[src/rtl/qdr_b2_sram.sv]
module qdr_b2_sram #(
  parameter int ADDR_W = 4,
  parameter int BYTE_W = 9,
  parameter int NBYTES = 2
) (
  input  logic                       clk,
  input  logic                       rst_n,
  input  logic                       rd_req_n,
  input  logic                       wr_req_n,
  input  logic [ADDR_W-1:0]          a_rise,
  input  logic [ADDR_W-1:0]          a_fall,
  input  logic [BYTE_W*NBYTES-1:0]   d_first,
  input  logic [BYTE_W*NBYTES-1:0]   d_second,
  input  logic [NBYTES-1:0]          bw_first_n,
  input  logic [NBYTES-1:0]          bw_second_n,
  output logic [BYTE_W*NBYTES-1:0]   q_first,
  output logic [BYTE_W*NBYTES-1:0]   q_second,
  output logic                       q_valid
);
  localparam int W     = BYTE_W * NBYTES;
  localparam int DEPTH = 1 << ADDR_W;

  logic [W-1:0] mem_a [DEPTH];
  logic [W-1:0] mem_b [DEPTH];

  logic              r1_v;
  logic [ADDR_W-1:0] r1_addr;
  logic              w1_v;
  logic [ADDR_W-1:0] w1_addr;
  logic              p_v;
  logic [ADDR_W-1:0] p_addr;
  logic [W-1:0]      p_d0, p_d1;
  logic [NBYTES-1:0] p_be0_n, p_be1_n;

  function automatic logic [W-1:0] merge(input logic [W-1:0] old_w,
                                         input logic [W-1:0] new_w,
                                         input logic [NBYTES-1:0] be_n);
    logic [W-1:0] r;
    for (int b = 0; b < NBYTES; b++)
      r[b*BYTE_W +: BYTE_W] = be_n[b] ? old_w[b*BYTE_W +: BYTE_W] : new_w[b*BYTE_W +: BYTE_W];
    return r;
  endfunction

  logic         hit_p, hit_w;
  logic [W-1:0] base0, base1, mid0, mid1, fwd0, fwd1;

  assign hit_p = p_v  && (p_addr  == r1_addr);
  assign hit_w = w1_v && (w1_addr == r1_addr);
  assign base0 = mem_a[r1_addr];
  assign base1 = mem_b[r1_addr];
  assign mid0  = hit_p ? merge(base0, p_d0, p_be0_n) : base0;
  assign mid1  = hit_p ? merge(base1, p_d1, p_be1_n) : base1;
  assign fwd0  = hit_w ? merge(mid0, d_first,  bw_first_n)  : mid0;
  assign fwd1  = hit_w ? merge(mid1, d_second, bw_second_n) : mid1;

  always_ff @(posedge clk) begin
    if (!rst_n) begin
      r1_v     <= 1'b0;
      r1_addr  <= '0;
      w1_v     <= 1'b0;
      w1_addr  <= '0;
      p_v      <= 1'b0;
      p_addr   <= '0;
      p_d0     <= '0;
      p_d1     <= '0;
      p_be0_n  <= '1;
      p_be1_n  <= '1;
      q_valid  <= 1'b0;
      q_first  <= '0;
      q_second <= '0;
      for (int i = 0; i < DEPTH; i++) begin
        mem_a[i] <= '0;
        mem_b[i] <= '0;
      end
    end else begin
      r1_v    <= !rd_req_n;
      r1_addr <= a_rise;
      w1_v    <= !wr_req_n;
      w1_addr <= a_fall;
      p_v     <= w1_v;
      p_addr  <= w1_addr;
      p_d0    <= d_first;
      p_d1    <= d_second;
      p_be0_n <= bw_first_n;
      p_be1_n <= bw_second_n;
      if (p_v) begin
        mem_a[p_addr] <= merge(mem_a[p_addr], p_d0, p_be0_n);
        mem_b[p_addr] <= merge(mem_b[p_addr], p_d1, p_be1_n);
      end
      q_valid  <= r1_v;
      q_first  <= r1_v ? fwd0 : '0;
      q_second <= r1_v ? fwd1 : '0;
    end
  end

  // a read request yields valid data one cycle after the next edge
  a_r2_read_latency: assert property (@(posedge clk) disable iff (!rst_n)
    !rd_req_n |=> r1_v |=> q_valid);

  // no request, no valid data and a quiet bus
  a_r7_idle_quiet: assert property (@(posedge clk) disable iff (!rst_n)
    !r1_v |=> (!q_valid && q_first == '0 && q_second == '0));

  // a fully enabled commit stores both words
  a_r3_full_commit: assert property (@(posedge clk) disable iff (!rst_n)
    (p_v && p_be0_n == '0 && p_be1_n == '0) |=>
      (mem_a[$past(p_addr)] == $past(p_d0) && mem_b[$past(p_addr)] == $past(p_d1)));

  // a disabled low byte keeps its stored value
  a_r4_byte_kept: assert property (@(posedge clk) disable iff (!rst_n)
    (p_v && p_be0_n[0]) |=>
      mem_a[$past(p_addr)][BYTE_W-1:0] == $past(mem_a[p_addr][BYTE_W-1:0]));

  // a same-cycle write with all bytes enabled is returned to the read
  a_r6_same_cycle_fwd: assert property (@(posedge clk) disable iff (!rst_n)
    (r1_v && w1_v && r1_addr == w1_addr && bw_first_n == '0 && bw_second_n == '0) |=>
      (q_first == $past(d_first) && q_second == $past(d_second)));
endmodule

[config.mk]
export PLATFORM = sky130hd
export DESIGN_NAME = qdr_b2_sram
export DESIGN_NICKNAME = d
export VERILOG_FILES = /design/src/rtl/qdr_b2_sram.sv
export SDC_FILE = /design/constraint.sdc
export NUM_CORES = 1
export LEC_CHECK = 0
export BUFFER_PORTS_ARGS = -buffer_cell sky130_fd_sc_hd__buf_2
export CAP_MARGIN = 30
export CORE_MARGIN = 5
export CORE_UTILIZATION = 34
export DETAILED_ROUTE_END_ITERATION = 10
export SYNTH_ARGS = -nofsm -noshare
export SYNTH_HDL_FRONTEND = slang
export SYNTH_SLANG_ARGS = --single-unit
export TNS_END_PERCENT = 100
[constraint.sdc]
create_clock -name clk -period 3.2 [get_ports clk]
set_clock_uncertainty 0.2 [all_clocks]
set_input_delay 0.8 -clock clk [delete_from_list [all_inputs] [get_ports clk]]
set_output_delay 0.8 -clock clk [all_outputs]
set_load 0.02 [all_outputs]
# [Word-level counts from Yosys, hierarchy flattened]
# Memory sizes are Yosys's and may differ from the RTL's. A register that Yosys moved wholly into a read port is not among the register bits.
# Cells that the tools add are included.
[totals] ff_bits=92 mem_count=2 mem_bits_rw=576 inputBits=52 output_inout_bits=37
[classes] mux=28 n_reduce_logical=11 eq_ne=6
[mem_list] name="mem_a" words=16 word_bits=18 rd=1 rd_clocked_by_memory_dff=1 write_ports=16 line="23" text="logic [W-1:0] mem_a [DEPTH];"
[mem_list] name="mem_b" words=16 word_bits=18 rd=1 rd_clocked_by_memory_dff=1 write_ports=16 line="24" text="logic [W-1:0] mem_b [DEPTH];"
[ops] cell="$mux W18" count=6
[ops] cell="$mux W9" count=12
[ops] cell="$reduce_or A18 Y1" count=2
[ops] cell="$mux W4" count=4
[ops] cell="$reduce_and A2 Y1" count=5
[ops] cell="$eq A4 B4 Y1" count=2
[ops] cell="$mux W1" count=4
[ops] cell="$mux W2" count=2
[ops] cell="$ne A1 B1 Y1 const B" count=4
[ops] cell="$logic_and A1 B1 Y1" count=2
[ops] cell="$logic_not A1 Y1" count=2

# [Logic depth before layout (Yosys ltp)]
[logic_depth] ltp_word=6 ltp_mapped=9 ltp_nobuf=5

# [Least setup slack after synthesis]
# Ideal clock, no wire load.
[synth_path] path_kind="input to register" start="in rst_n" end="mem mem_b[11][10] (netlist bit) (enable)" setup_ns=0.387 path_slack_ns=0.437 path_stages=5 t_arrival_ns=2.175 path_buffers=2 cell_sequence="nand2_1 or2_2 clkbuf_1 clkbuf_1 o21ai_0"
[synth_rtl] element="from (decl)" line="7" text="input logic rst_n,"
[synth_rtl] element="to (decl)" line="24"

# [Worst setup path after layout]
[layout_path] start="reg r1_addr[3]" end="reg q_second[5]"
[layout_via] elab_chain_cells=5
[layout_lines] element="from (decl)" line="27" text="logic [ADDR_W-1:0] r1_addr;"
[layout_lines] element="from (signal assigned)" line="77" text="r1_addr <= a_rise;"
[layout_lines] element="$eq A4 B4 Y1" line="47" text="assign hit_p = p_v && (p_addr == r1_addr);"
[layout_lines] element="$logic_and A1 B1 Y1" line="47"
[layout_lines] element="$mux W18" line="52" text="assign mid1 = hit_p ? merge(base1, p_d1, p_be1_n) : base1;"
[layout_lines] element="$mux W9" line="40" text="r[b*BYTE_W +: BYTE_W] = be_n[b] ? old_w[b*BYTE_W +: BYTE_W] : new_w[b*BYTE_W +: BYTE_W];"
[layout_lines] element="$mux W18 *" line="54" text="assign fwd1 = hit_w ? merge(mid1, d_second, bw_second_n) : mid1;"
[layout_lines] element="to (signal assigned)" line="92" text="q_second <= r1_v ? fwd1 : '0;"
[layout_lines] element="to (decl)" line="17" text="output logic [BYTE_W*NBYTES-1:0] q_second,"
# Mark *: on every way between the ends. The rest lies on a longest branch, timed or not.
# A chain may end at the register's enable or synchronous reset.

==> results.ini <==
[status]
outcome=completed

[cts]
clock_path_buffers=3
cts_tree=built
numCtsBuffers=72
clock-sinks=668
post-cts-setup-buffers=0
cts.clk_slew.worst_paths_ns=0.06
clk_latency_ns=0.61
cts_root_buffer=clkbuf_16
ctsHoldBuffers=0
htreeDepth=3
post_cts_resize_count=0

[route]
vias=17500
vias_per_cell=5.29
drt_first_pass_iters=5
drt_iter0_drc=1766
route.detailed.drc=0
wire_per_inst_um=24.4
ant_nets=0
totalWireLength_mm=80.7

[setup_path]
cp-end-kind=flip-flop
r2r-end=q_second[5]
critPathLaunchType=flip-flop
reg2regPathDepth=6
reg2reg_from=r1_addr[3]
crit_required_ns=3.52
cp.arrival_ns=3.24
setup.worst_path.class=reg -> reg
r2r_slack_ns=0.28
worstPathMaxFanout=9

[power]
p_leak_uw=0.0121
ir_worst_vdd_mv=0.301
pwr_density_cell_mw_per_mm2=568

[cells_and_area]
fill_cells=7759
multi_input_area_mm2=0.00935
drive_gt1_share_pct=22.8
final_cell_mix=edfxtp_1 (576), and2_1 (482), nor3_1 (176)
fin_cells=3309
final_nets=2157
area_delta_synth_final_pct=16.0
final_common_cell=edfxtp_1
regArea_mm2=0.0191

[placed_design]
port_buffers=88
dpl.hpwl_mm=53.2
pre_cts_ws_ns=0.389
post-place-cells=3175
gp_congestion=0.833

[die]
start_util_pct=34.2
die_h_um=303
fp.dieArea_mm2=0.0916
core_mm2=0.0850
core.rowCount=107
ios=89
die_w_um=303

[timing]
worstMarginPinSlew_ns=1.01
finalCritPeriodShare_pct=91.3
slew_violations=0
setup_viol=0
layout_setup_ws_ns=0.278
rsz0062_at_grt=no
finalHoldViolations=0
period_needed_ns=2.92
finalSetupTns_ns=0
slew-limit-headroom_pct=32.3
fmax_ghz=0.342

[synthesis]
synth_seq_area_share_pct=65.8
synth.top_cell.area_share_pct=59.4
yosys.area_share.simple_pct=16.0
synth.avg_cell_area_um2=14.7
yosysWarnings=0
synth_top_family_by_area=simple AND/OR/NAND/NOR gates
synth-compound-area-share_pct=4.78
syn-num-nets=2027
yosys-top-cells-area=edfxtp_1 (59%), mux4_2 (11%), and2_1 (10%)
synth_area_leader_cell=edfxtp_1
netlist_area_mm2=0.0291
syn_inst=1975
synth_xor_area_share_pct=0.0903
async_flop_share_pct=0
synth-seq-cells=668
synth_ff_type=edfxtp_1
synth_edf_count=576
synth_fa_ha_area_share_pct=0
synth_cell_type_count=37
synth.mux.area_fraction_pct=11.1

[worst_hold_path]
hold_path.startpoint=rd_req_n
hold_path_class=in -> reg
whs_endpoint=r1_v
hold_depth=2

[run]
cap_violations=0

[global_route]
grtUsageTotal_pct=17.6
first_global_vias=17700
grt_max_degree=109
gr-total-overflow=0
grt_pass1_wl_mm=119
antenna_found_initial=5

## registers in the layout, summed over array words and instances, names as in the netlist
signal	count
w1_v	1
mem_b	288
q_second	18
w1_addr	4
p_d1	18
r1_addr	4
p_addr	4
q_valid	1
p_be1_n	2
q_first	18
r1_v	1
p_d0	18
p_be0_n	2
mem_a	288
p_v	1
## per-stage QoR
step | utilization, % | power [uW] | hold WS [ns] | area [um2]
after detailed placement | 36.9 | 11100 | 0.324 | 31400
after global placement | 36.9 | 11100 | 0.325 | 31400
after CTS | 39.7 | 19300 | 0.119 | 33800
final | 39.7 | 19200 | 0.149 | 33800
after floorplan | - | 10600 | 0.230 | 29100
after global routing | 39.7 | 19700 | 0.149 | 33800
## power breakdown
group          internal, uW  switching (uW)  total [uW]
logic                   407             611        1020
clock network          4830            3430        8260
registers              9660             233        9890
## how the worst max path moves through the flow
stage	start	end	slack [ns]
2_1_floorplan	rst_n	mem_b[11][10]	0.44
3_5_place_dp	rst_n	mem_a[0][6]	0.39
4_1_cts	r1_addr[3]	q_second[5]	0.34
5_1_grt	r1_addr[3]	q_second[5]	0.26
3_3_place_gp	r1_addr[3]	q_first[6]	0.25
6_report	r1_addr[3]	q_second[5]	0.28
## critical path: stages, from the launching register on
cell and delay, ns:
dfxtp_1 0.50, inv_1 0.16, a221o_1 0.45, or3_1 0.36, buf_4 0.17, nor4_4 0.70, a221o_1 0.29
## cell usage after synthesis (9+ instances only)
library cell	count
a22oi_1	18
edfxtp_1	576
a22o_1	54
clkinv_1	10
dfxtp_1	92
nand2_1	29
o211ai_2	9
buf_2	19
a221o_1	28
and2_1	482
mux4_2	144
nor2b_1	9
nor2_1	78
clkbuf_1	124
nand3_1	15
o21ai_0	64
nand2b_1	11
nor3_1	177
## area by class of cell
class	count	area share, %
antenna	1	0.00741
clock buffer	100	6.30
clock inverter	33	0.723
inverter	12	0.133
multi-input combinational	1143	27.7
sequential	668	56.7
tap	1144	4.24
timing repair buffer	208	4.21
## per-layer routing
layer / GRT usage [%] / vias to the layer above / wire (um)
li1: - / 7698 / -
met1: 23.1 / 8856 / 32300
met2: 29.3 / 784 / 39500
met3: 3.28 / 147 / 6100
met4: 6.29 / 6 / 2760
met5: 0 / - / 41
## cells by family (layout without fill, tap and decap cells)
kind of cell | Yosys count | after routing
compound gates | 179 | 179
buf+inv | 164 | 353
mux | 144 | 144
simple gates | 817 | 817
other cells | 0 | 1
flops | 668 | 668
xor+xnor | 3 | 3
Note: power is estimated with default switching activity, not from simulation.
